[src/rtl/rsq_pkg.sv]
package rsq_pkg;

    localparam int LINE_W = 16;
    localparam int NSPAN  = 4;

    typedef logic [LINE_W-1:0] line_cnt_t;

    // Edge positions inside one line, in line-counter counts
    typedef struct packed {
        line_cnt_t sel_on;
        line_cnt_t rst_on;
        line_cnt_t rst_off;
        line_cnt_t samp_rst;
        line_cnt_t tx_on;
        line_cnt_t tx_off;
        line_cnt_t samp_sig;
        line_cnt_t sel_off;
        line_cnt_t shut_on;
        line_cnt_t shut_off;
    } edge_times_t;

    // Strobe spans decoded from the line counter
    typedef enum logic [1:0] {
        SPAN_SEL  = 2'd0,
        SPAN_RST  = 2'd1,
        SPAN_TX   = 2'd2,
        SPAN_SHUT = 2'd3
    } span_e;

    typedef enum logic {
        SEQ_IDLE = 1'b0,
        SEQ_RUN  = 1'b1
    } seq_state_e;

    // Half-open span test: on <= c < off
    function automatic logic in_span(line_cnt_t c, line_cnt_t on, line_cnt_t off);
        return (c >= on) && (c < off);
    endfunction

endpackage

[src/rtl/rsq_line_timer.sv]
module rsq_line_timer
    import rsq_pkg::*;
(
    input  logic      clk,
    input  logic      rst,
    input  logic      restart,
    input  logic      run,
    input  line_cnt_t len,
    output line_cnt_t cnt,
    output logic      line_end
);

    assign line_end = run && (cnt == (len - line_cnt_t'(1)));

    always_ff @(posedge clk) begin
        if (rst) begin
            cnt <= '0;
        end else if (restart) begin
            cnt <= '0;
        end else if (line_end) begin
            cnt <= '0;
        end else if (run) begin
            cnt <= cnt + line_cnt_t'(1);
        end
    end

endmodule

[src/rtl/rsq_row_pointer.sv]
module rsq_row_pointer #(
    parameter int HGRP_W = 7
) (
    input  logic              clk,
    input  logic              rst,
    input  logic              restart,
    input  logic              line_end,
    input  logic [HGRP_W-1:0] win_span,
    input  logic [HGRP_W-1:0] expo,
    output logic [HGRP_W-1:0] rd_idx,
    output logic [HGRP_W-1:0] sh_idx,
    output logic              shut_en,
    output logic              frame_wrap
);

    // Wide enough for index + height without overflow
    localparam int SW = HGRP_W + 2;

    logic [SW-1:0] height;
    logic [SW-1:0] lead;
    logic [SW-1:0] sum;
    logic [SW-1:0] sh_wide;

    assign height  = SW'(win_span) + SW'(1);
    assign lead    = (SW'(expo) > height) ? height : SW'(expo);
    assign shut_en = (lead != '0);
    assign sum     = SW'(rd_idx) + lead;
    assign sh_wide = (sum >= height) ? (sum - height) : sum;
    assign sh_idx  = HGRP_W'(sh_wide);

    assign frame_wrap = line_end && (rd_idx == win_span);

    always_ff @(posedge clk) begin
        if (rst) begin
            rd_idx <= '0;
        end else if (restart) begin
            rd_idx <= '0;
        end else if (line_end) begin
            rd_idx <= frame_wrap ? '0 : rd_idx + HGRP_W'(1);
        end
    end

endmodule

[src/rtl/rsq_strobe_decode.sv]
module rsq_strobe_decode
    import rsq_pkg::*;
#(
    parameter int LANES = 4
) (
    input  logic             run,
    input  logic             shut_en,
    input  line_cnt_t        cnt,
    input  edge_times_t      tm,
    output logic [LANES-1:0] sel_o,
    output logic [LANES-1:0] prst_o,
    output logic [LANES-1:0] tx_o,
    output logic [LANES-1:0] shrst_o,
    output logic [LANES-1:0] shtx_o,
    output logic             samp_rst_o,
    output logic             samp_sig_o
);

    line_cnt_t        on_v  [NSPAN];
    line_cnt_t        off_v [NSPAN];
    logic [NSPAN-1:0] hit;

    assign on_v[SPAN_SEL]   = tm.sel_on;
    assign off_v[SPAN_SEL]  = tm.sel_off;
    assign on_v[SPAN_RST]   = tm.rst_on;
    assign off_v[SPAN_RST]  = tm.rst_off;
    assign on_v[SPAN_TX]    = tm.tx_on;
    assign off_v[SPAN_TX]   = tm.tx_off;
    assign on_v[SPAN_SHUT]  = tm.shut_on;
    assign off_v[SPAN_SHUT] = tm.shut_off;

    for (genvar s = 0; s < NSPAN; s++) begin : g_span
        assign hit[s] = run && in_span(cnt, on_v[s], off_v[s]);
    end

    // Each row of the group feeds its own column channel: same timing on every lane
    for (genvar l = 0; l < LANES; l++) begin : g_lane
        assign sel_o[l]   = hit[SPAN_SEL];
        assign prst_o[l]  = hit[SPAN_RST];
        assign tx_o[l]    = hit[SPAN_TX];
        assign shrst_o[l] = hit[SPAN_SHUT] && shut_en;
        assign shtx_o[l]  = hit[SPAN_SHUT] && shut_en;
    end

    assign samp_rst_o = run && (cnt == tm.samp_rst);
    assign samp_sig_o = run && (cnt == tm.samp_sig);

endmodule

[src/rtl/rs_row_sequencer.sv]
module rs_row_sequencer
    import rsq_pkg::*;
#(
    parameter int GRP_W = 8,
    parameter int COL_W = 11,
    parameter int LANES = 4
) (
    input  logic                clk,
    input  logic                rst,
    input  logic                start,
    input  logic [LINE_W-1:0]   cfg_line_len,
    input  logic [GRP_W-2:0]    cfg_win_first,
    input  logic [GRP_W-2:0]    cfg_win_last,
    input  logic [GRP_W-2:0]    cfg_expo,
    input  logic [COL_W-1:0]    cfg_col_first,
    input  logic [COL_W-1:0]    cfg_col_last,
    input  logic [LINE_W-1:0]   cfg_t_sel_on,
    input  logic [LINE_W-1:0]   cfg_t_rst_on,
    input  logic [LINE_W-1:0]   cfg_t_rst_off,
    input  logic [LINE_W-1:0]   cfg_t_samp_rst,
    input  logic [LINE_W-1:0]   cfg_t_tx_on,
    input  logic [LINE_W-1:0]   cfg_t_tx_off,
    input  logic [LINE_W-1:0]   cfg_t_samp_sig,
    input  logic [LINE_W-1:0]   cfg_t_sel_off,
    input  logic [LINE_W-1:0]   cfg_t_shut_on,
    input  logic [LINE_W-1:0]   cfg_t_shut_off,
    output logic                running,
    output logic                line_start,
    output logic                frame_start,
    output logic [GRP_W-1:0]    rd_grp_top,
    output logic [GRP_W-1:0]    rd_grp_bot,
    output logic [GRP_W-1:0]    sh_grp_top,
    output logic [GRP_W-1:0]    sh_grp_bot,
    output logic [LANES-1:0]    rd_sel,
    output logic [LANES-1:0]    rd_rst,
    output logic [LANES-1:0]    rd_tx,
    output logic [LANES-1:0]    sh_rst,
    output logic [LANES-1:0]    sh_tx,
    output logic                samp_rst,
    output logic                samp_sig,
    output logic [COL_W-1:0]    col_first,
    output logic [COL_W-1:0]    col_last
);

    localparam int HGRP_W = GRP_W - 1;
    localparam logic [GRP_W-1:0] HALF_OFS = GRP_W'(1) << HGRP_W;

    seq_state_e        state;
    edge_times_t       cfg_times;
    edge_times_t       act_times;
    line_cnt_t         act_len;
    logic [HGRP_W-1:0] act_first;
    logic [HGRP_W-1:0] act_span;
    logic [HGRP_W-1:0] act_expo;
    logic [COL_W-1:0]  act_col_first;
    logic [COL_W-1:0]  act_col_last;
    logic [HGRP_W-1:0] cfg_span;

    logic              restart;
    logic              load;
    logic              run;
    line_cnt_t         cnt;
    logic              line_end;
    logic [HGRP_W-1:0] rd_idx;
    logic [HGRP_W-1:0] sh_idx;
    logic              shut_en;
    logic              frame_wrap;

    assign cfg_times = '{
        sel_on:   cfg_t_sel_on,
        rst_on:   cfg_t_rst_on,
        rst_off:  cfg_t_rst_off,
        samp_rst: cfg_t_samp_rst,
        tx_on:    cfg_t_tx_on,
        tx_off:   cfg_t_tx_off,
        samp_sig: cfg_t_samp_sig,
        sel_off:  cfg_t_sel_off,
        shut_on:  cfg_t_shut_on,
        shut_off: cfg_t_shut_off
    };

    // An inverted window collapses to one group at its first bound
    assign cfg_span = (cfg_win_last < cfg_win_first) ? '0 : (cfg_win_last - cfg_win_first);

    assign run     = (state == SEQ_RUN);
    assign restart = (state == SEQ_IDLE) && start;
    assign load    = restart || frame_wrap;

    always_ff @(posedge clk) begin
        if (rst) begin
            state <= SEQ_IDLE;
        end else if (restart) begin
            state <= SEQ_RUN;
        end
    end

    // Active (shadow) configuration, refreshed only at frame boundaries
    always_ff @(posedge clk) begin
        if (rst) begin
            act_times     <= '0;
            act_len       <= '0;
            act_first     <= '0;
            act_span      <= '0;
            act_expo      <= '0;
            act_col_first <= '0;
            act_col_last  <= '0;
        end else if (load) begin
            act_times     <= cfg_times;
            act_len       <= cfg_line_len;
            act_first     <= cfg_win_first;
            act_span      <= cfg_span;
            act_expo      <= cfg_expo;
            act_col_first <= cfg_col_first;
            act_col_last  <= cfg_col_last;
        end
    end

    rsq_line_timer i_timer (
        .clk      (clk),
        .rst      (rst),
        .restart  (restart),
        .run      (run),
        .len      (act_len),
        .cnt      (cnt),
        .line_end (line_end)
    );

    rsq_row_pointer #(
        .HGRP_W (HGRP_W)
    ) i_ptr (
        .clk        (clk),
        .rst        (rst),
        .restart    (restart),
        .line_end   (line_end),
        .win_span   (act_span),
        .expo       (act_expo),
        .rd_idx     (rd_idx),
        .sh_idx     (sh_idx),
        .shut_en    (shut_en),
        .frame_wrap (frame_wrap)
    );

    rsq_strobe_decode #(
        .LANES (LANES)
    ) i_dec (
        .run        (run),
        .shut_en    (shut_en),
        .cnt        (cnt),
        .tm         (act_times),
        .sel_o      (rd_sel),
        .prst_o     (rd_rst),
        .tx_o       (rd_tx),
        .shrst_o    (sh_rst),
        .shtx_o     (sh_tx),
        .samp_rst_o (samp_rst),
        .samp_sig_o (samp_sig)
    );

    assign running     = run;
    assign line_start  = run && (cnt == '0);
    assign frame_start = line_start && (rd_idx == '0);

    assign rd_grp_top = GRP_W'(act_first + rd_idx);
    assign sh_grp_top = GRP_W'(act_first + sh_idx);
    assign rd_grp_bot = rd_grp_top + HALF_OFS;
    assign sh_grp_bot = sh_grp_top + HALF_OFS;

    assign col_first = act_col_first;
    assign col_last  = act_col_last;

endmodule

[config.mk]
export PLATFORM = sky130hd
export DESIGN_NAME = rs_row_sequencer
export DESIGN_NICKNAME = d
export VERILOG_FILES = /design/src/rtl/rsq_pkg.sv /design/src/rtl/rsq_line_timer.sv /design/src/rtl/rsq_row_pointer.sv /design/src/rtl/rsq_strobe_decode.sv /design/src/rtl/rs_row_sequencer.sv
export SDC_FILE = /design/constraint.sdc
export NUM_CORES = 1
export LEC_CHECK = 0
export BUFFER_PORTS_ARGS = -buffer_cell sky130_fd_sc_hd__buf_4
export CAP_MARGIN = 20
export CELL_PAD_IN_SITES_DETAIL_PLACEMENT = 1
export CELL_PAD_IN_SITES_GLOBAL_PLACEMENT = 1
export CORE_UTILIZATION = 38
export DETAILED_ROUTE_END_ITERATION = 10
export GPL_TIMING_DRIVEN = 1
export MAX_ROUTING_LAYER = met4
export PLACE_DENSITY = 0.74
export RECOVER_POWER = 25
export SLEW_MARGIN = 20
export SYNTH_ARGS = -nofsm -noshare
export SYNTH_HDL_FRONTEND = slang
export SYNTH_SLANG_ARGS = --single-unit
[constraint.sdc]
create_clock -name clk -period 7.5 [get_ports clk]
set_input_delay 1.125 -clock clk [delete_from_list [all_inputs] [get_ports clk]]
set_output_delay 1.125 -clock clk [all_outputs]
set_load 0.02 [all_outputs]
==> flow_summary.toml, run 1 <==
[outcome]
status = "finished with violations"
violations = "max-capacitance violations, max-slew violations, negative setup slack"

[placed_design]
io_buffer_count = 300
post_dp_cell_area_um2 = 18700
place_ws_ps = -201
finalWeightedCongestion = 0.820
dp.cells = 2685
hpwl_um = 36600

[critical_path]
critPathSlowestCell = "a311o_1"
cp_max_fo = 5
worstSetupPathType = "register to primary output"
worst_setup_path_end_kind = "primary output"
crit_path_max_incr_delay_ps = 450
crit_buf_inv = 3
worstPathArrival_ps = 6630
critical_path.top_delay_family = "adder cells"
worstPathRequired_ps = 6380
cpMostUsedCell = "a21oi_2"
start_kind = "register"

[grt]
grt_pass1_vias = 15100
grt_pass1_wl_um = 79000
grt_antenna_before_repair = 1
grt_max_degree = 229
gr-total-overflow = 0
grt_usage_pct = 23.6

[power_and_ir_drop]
p_leak_nw = 9.75
powerDensity_nw_per_um2 = 208
max-vdd-ir-drop_v = 0.000173

[sta]
skew_ps = 14.9
min_period_ps = 7760
rsz0062_at_grt = "true"
setup_viol = 10
worst_slew_pin_slew_ps = 2850
whs_ps = 458
setup_tns_ps = -1430
period_share_pct = 103
fmaxAchievable_mhz = 129
final_max_slew_viol_count = 63
hold_viol_final = 0
slew_headroom_pct = -90.3
layout_setup_ws_ps = -255

[clock_network]
clk_latency_ps = 580
tritoncts = "yes"
path_clk_slew_ps = 60
cts_buffer_depth = 3
cts.sinks = 243
cts_made_buffers = 30
postCtsHoldBufs = 0
htreeDepth = 1
cts-root-buf = "clkbuf_16"

[detailed_routing]
drc = 0
viasPerCell = 5.08
antenna_left = 0
wl_per_cell_um = 18.2
wl_um = 50200
drt_iter0_drc = 565
vias = 14000
dr.pass1.iters = 4

[yosys]
avgSynthCellArea_um2 = 8.44
ys_ff_latch = 243
ys_async_sr_fraction_pct = 0
synth_edf_count = 0
yosys_warnings = 0
synth_cell_types = 63
synth_area_um2 = 16200
synthFlopType = "dfxtp_1"
synthesis.nets = 2315
synth_cells = 1916
ys_seq_area_share_pct = 30.1

[finish]
syn_to_final_growth_pct = 23.6
instances_no_fill = 2758
drive_above_1_share_pct = 20.3
fin_area_um2 = 20000
fillers = 5001
nets = 2594

[die]
dieArea_um2 = 43400
start_util_pct = 38.6
die_x_um = 208
row_count = 75
core_um2 = 41900
die_h_um = 208
ioPinCount = 301

[min_path]
holdCritPathClass = "register to register"

[job]
maxCapViolCount = 2
-- per-stage QoR --
stage               power, mW  util [%]
floorplan                2.24         -
global placement         2.57      44.5
detailed placement       2.60      44.5
CTS                      4.18      47.8
global route             4.37      47.7
finish                   4.16      47.7
-- final timing paths --
| path | slack (ps) | from | cells past startpoint | end |
|---|---|---|---|---|
| worst max-delay path | -260 | act_span[0] | 29 | sh_grp_top[6] |
| worst min register to register | 460 | act_times[88] | 2 | act_times[88] |
| worst max register to register | 1740 | act_len[2] | 8 | act_len[12] |
| worst min-delay path | 460 | act_times[88] | 2 | act_times[88] |
-- worst min-delay path, stage by stage (launching register included) --
cell and delay, ps:
dfxtp_1 310, nand2_1 50, mux2i_1 50
-- repair_timing --
action / 4_1_cts / 5_1_grt
endpoints found under the setup margin: 14 / 14
resized for setup: 58 / 13
hold endpoints to repair: 0 / 0
pin swaps: 42 / 26
buffers inserted: 15 / 5
-- layout make-up --
type                    count  area (um2)  area share, %
diodes                      2        5.00         0.0250
clock inverters            12         175          0.876
multi-input cells        1380       10100           50.4
repair buffers            377        2770           13.8
flip-flops and latches    243        4870           24.4
inverters                 163         619           3.10
well taps                 539         674           3.37
clock buffers              42         816           4.08
-- report_power, final --
| part | switching, mW | internal (mW) |
|---|---|---|
| clock | 0.583 | 0.892 |
| combinational | 0.646 | 0.616 |
| sequential | 0.0568 | 1.37 |
| total | 1.29 | 2.88 |
-- flip-flops by register name, summed over array words and instances, names as in the netlist --
signal / flops
act_times: 160
act_len: 16
i_timer.cnt: 16
col_first: 11
col_last: 11
act_expo: 7
act_first: 7
act_span: 7
i_ptr.rd_idx: 7
running: 1
-- cell usage after synthesis (35+ instances only) --
library cell	count	area, um2
clkbuf_1	70	263
nor2_1	52	195
ha_1	172	2150
inv_1	162	608
a21o_1	41	308
nand4_1	35	219
xor2_1	39	342
dfxtp_1	243	4860
mux2i_1	224	2240
nand2_1	474	1780
xnor2_1	62	543
a21oi_1	48	240
o21ai_0	38	190
-- metal layers --
metal	global-route usage (%)	vias to the layer above	share of wire [%]
li1	-	6932	-
met3	2.94	82	4.0
met2	41.9	273	50
met1	27.7	6731	44
met4	6.59	0	2.5
met5	-	-	0
-- cells by family (layout without fill, tap and decap cells) --
group	Yosys count	count (layout)	synth area share, %
adder cells (fa/ha/maj)	179	179	14.0
buffers and inverters	293	594	9.91
other	0	2	0
flip-flops	243	243	30.1
multiplexers	229	229	14.2
XOR/XNOR	104	104	5.88
AO/OA/AOI/OAI	196	196	7.85
AND/OR/NAND/NOR	672	672	18.0
-- layout by cell type, fill, tap and decap left out, drive strengths merged, types with 41 or more instances in the layout --
cell type / count
nand2: 474
buf: 344
dfxtp: 243
mux2i: 224
ha: 172
inv: 163
clkbuf: 75
xnor2: 62
nor2: 52
a21oi: 48
a21o: 41
Power figures use the tool's default switching activity.
==> run 2, diff against run 1 <==
--- a/config.mk
+++ b/config.mk
@@ -5,11 +5,12 @@
 export SDC_FILE = /design/constraint.sdc
 export NUM_CORES = 1
 export LEC_CHECK = 0
+export ABC_AREA = 1
 export BUFFER_PORTS_ARGS = -buffer_cell sky130_fd_sc_hd__buf_4
 export CAP_MARGIN = 20
 export CELL_PAD_IN_SITES_DETAIL_PLACEMENT = 1
 export CELL_PAD_IN_SITES_GLOBAL_PLACEMENT = 1
-export CORE_UTILIZATION = 38
+export CORE_UTILIZATION = 36
 export DETAILED_ROUTE_END_ITERATION = 10
 export GPL_TIMING_DRIVEN = 1
 export MAX_ROUTING_LAYER = met4
==> run 2 against run 1 <==
The flow finishes with violations (max-capacitance violations, max-slew violations); non-clock buffer count fell by 1; via count rose by 25%; synthesized area rose by 4.3%; setup slack improved by 370 ps; cell area rose by 4.7%; highest routed layer unchanged; sequential share of layout area fell by 1.1 points; maximum frequency rose by 5.0%; critical path depth rose by 11; first-iteration DRC count rose by 51%; clock power rose by 10%.
==> flow_summary.toml, run 2 <==
[outcome]
status = "finished with violations"
violations = "max-capacitance violations, max-slew violations"

[die]
dieArea_um2 = 47700
ioPinCount = 301
row_count = 78
core_um2 = 45800
die_x_um = 218
die_h_um = 218
start_util_pct = 36.9

[critical_path]
worstPathArrival_ps = 6260
critPathSlowestCell = "dfxtp_4"
start_kind = "register"
worst_setup_path_end_kind = "primary output"
cpMostUsedCell = "nand2_2"
cp_max_fo = 7
worstPathRequired_ps = 6380
crit_path_max_incr_delay_ps = 380
worstSetupPathType = "register to primary output"

[grt]
grt_pass1_vias = 17900
grt_busiest_layer = "met2"
grt_usage_pct = 26.0
grt_pass1_wl_um = 95600
grt.met3_usage_pct = 4.65
met2_usage_pct = 44.0
gr-total-overflow = 0
grt_antenna_before_repair = 1
grt_max_degree = 195
gr-usage-met1_pct = 31.1

[clock_network]
clk_latency_ps = 620
htreeDepth = 1
cts-root-buf = "clkbuf_16"
cts_buffer_depth = 3
tritoncts = "yes"
cts_made_buffers = 31
cts.sinks = 243
path_clk_slew_ps = 60
postCtsHoldBufs = 0

[min_path]
holdCritPathClass = "register to register"

[placed_design]
finalWeightedCongestion = 0.860
io_buffer_count = 300
place_ws_ps = 344
hpwl_um = 43500

[finish]
multi_input_area_um2 = 10100
syn_to_final_growth_pct = 24.1
regArea_um2 = 4870
largestRegisters = "act_times x160, act_len x16, i_timer.cnt x16"
top_register = "act_times"
fillers = 5943
drive_above_1_share_pct = 17.4
nets = 3180
final_common_cell = "nand2_1"
largest_register_ffs = 160
layout_common_cells = "nand2_1 (439), buf_4 (336), inv_1 (329), nor2_1 (317), a21oi_1 (310)"

[yosys]
synthesis.nets = 2933
ys_top_cells_by_count = "nand2_1 (458), inv_1 (339), a21oi_1 (318), nor2_1 (318), nand3_1 (299)"
synth_area_um2 = 16900
synthFlopType = "dfxtp_1"
yosys_warnings = 0
synth_area_leaders = "dfxtp_1 (29%), ha_1 (13%), nand2_1 (10%), a21oi_1 (9.4%), nand3_1 (8.9%)"
synth_edf_count = 0
yosys.area.top_type = "dfxtp_1"
yosysMostFrequentCell = "nand2_1"
avgSynthCellArea_um2 = 6.66
synth_top_area_share_pct = 28.8
ys_async_sr_fraction_pct = 0
ys_seq_area_share_pct = 28.8
synth_cell_types = 43
synth_cells = 2534
ys_ff_latch = 243

[sta]
rsz0062_at_grt = "true"
setup_tns_ps = 0
worst_slew_pin_slew_ps = 2980
whs_ps = 542
final_max_slew_viol_count = 158
layout_setup_ws_ps = 114
slew_headroom_pct = -99.5
setup_viol = 0
fmaxAchievable_mhz = 135
period_share_pct = 98.5
hold_viol_final = 0
min_period_ps = 7390
skew_ps = 22.9

[job]
maxCapViolCount = 1

[power_and_ir_drop]
powerDensity_nw_per_um2 = 231
total_power_mw = 4.83
p_leak_nw = 10.8
max-vdd-ir-drop_v = 0.000499

[detailed_routing]
wl_per_cell_um = 18.0
antenna_left = 0
wl_um = 61400
vias = 17500
drt_iter0_drc = 852
drc = 0
dr.pass1.iters = 4
viasPerCell = 5.13
-- run 2: changes by cell type in the layout (fill, tap and decap cells not counted), sizes merged, moves of 15 or more --
| cell | delta |
|---|---|
| a21o | -40 |
| nand3 | +284 |
| nand2b | -15 |
| a21oi | +270 |
| inv | +180 |
| nor2 | +274 |
| xnor2 | -51 |
| mux2i | -224 |
-- run 2: cell type report --
type,instances,area share [%]
Clock buffer,41,4.22
Inverter,344,6.24
Timing Repair Buffer,376,13.2
Sequential cell,243,23.3
Antenna cell,2,0.0239
Multi-Input combinational cell,1785,48.5
Tap cell,600,3.59
Clock inverter,16,0.986
-- run 2: what timing repair did --
action	CTS	global route
setup buffers	6	14
setup endpoints to repair	8	12
resized for setup	25	73
pin swaps	14	38
-- run 2: layer usage --
layer | share of wire, % | wire [um]
met5 | 0 | 0
met2 | 48 | 29700
met1 | 44 | 26800
met3 | 5.0 | 3070
met4 | 3.0 | 1820
-- run 2: worst paths after layout --
kind / from / end / slack, ps / depth (start not counted)
setup reg to reg: act_len[0] / act_times[142] / 1550 / 16
setup / recovery: act_span[0] / sh_grp_top[6] / 110 / 40
hold / removal: col_first[1] / col_first[1] / 540 / 4
hold reg to reg: col_first[1] / col_first[1] / 540 / 4
-- run 2: kinds of logic (layout without fill, tap and decap cells) --
| group | count (synthesis) | after routing | synth area share, % |
|---|---|---|---|
| adders and majority gates | 177 | 177 | 13.4 |
| and+or+nand+nor | 1154 | 1154 | 29.2 |
| other | 0 | 2 | 0 |
| DFF | 243 | 243 | 28.8 |
| xor gates and xnor gates | 54 | 54 | 2.80 |
| AOI/OAI and AO/OA | 400 | 400 | 12.6 |
| buffers and inverters | 506 | 777 | 13.2 |
-- run 2: report_power, final --
part | switching [mW] | total (mW) | internal [mW]
registers | 0.0510 | 1.44 | 1.38
logic | 1.00 | 1.78 | 0.779
clock network | 0.651 | 1.62 | 0.965
total | 1.70 | 4.83 | 3.13
-- run 2: per-stage QoR --
step                instance area [um2]  std cells  utilization (%)
finish                            20900       3407             45.7
global route                      20900       3406             45.7
CTS                               20600       3390             45.0
detailed placement                19400       3327             42.4
global placement                  19400       3327             42.4
floorplan                         16900       2534                -
-- run 2: critical path: cells and delay by family, from the launching register on --
family | cells | cell delay [ps]
fa+ha+maj | 5 | 1320
compound gates | 6 | 990
simple gates | 17 | 1600
xor+xnor | 3 | 440
buf+inv | 9 | 920
flops | 1 | 380
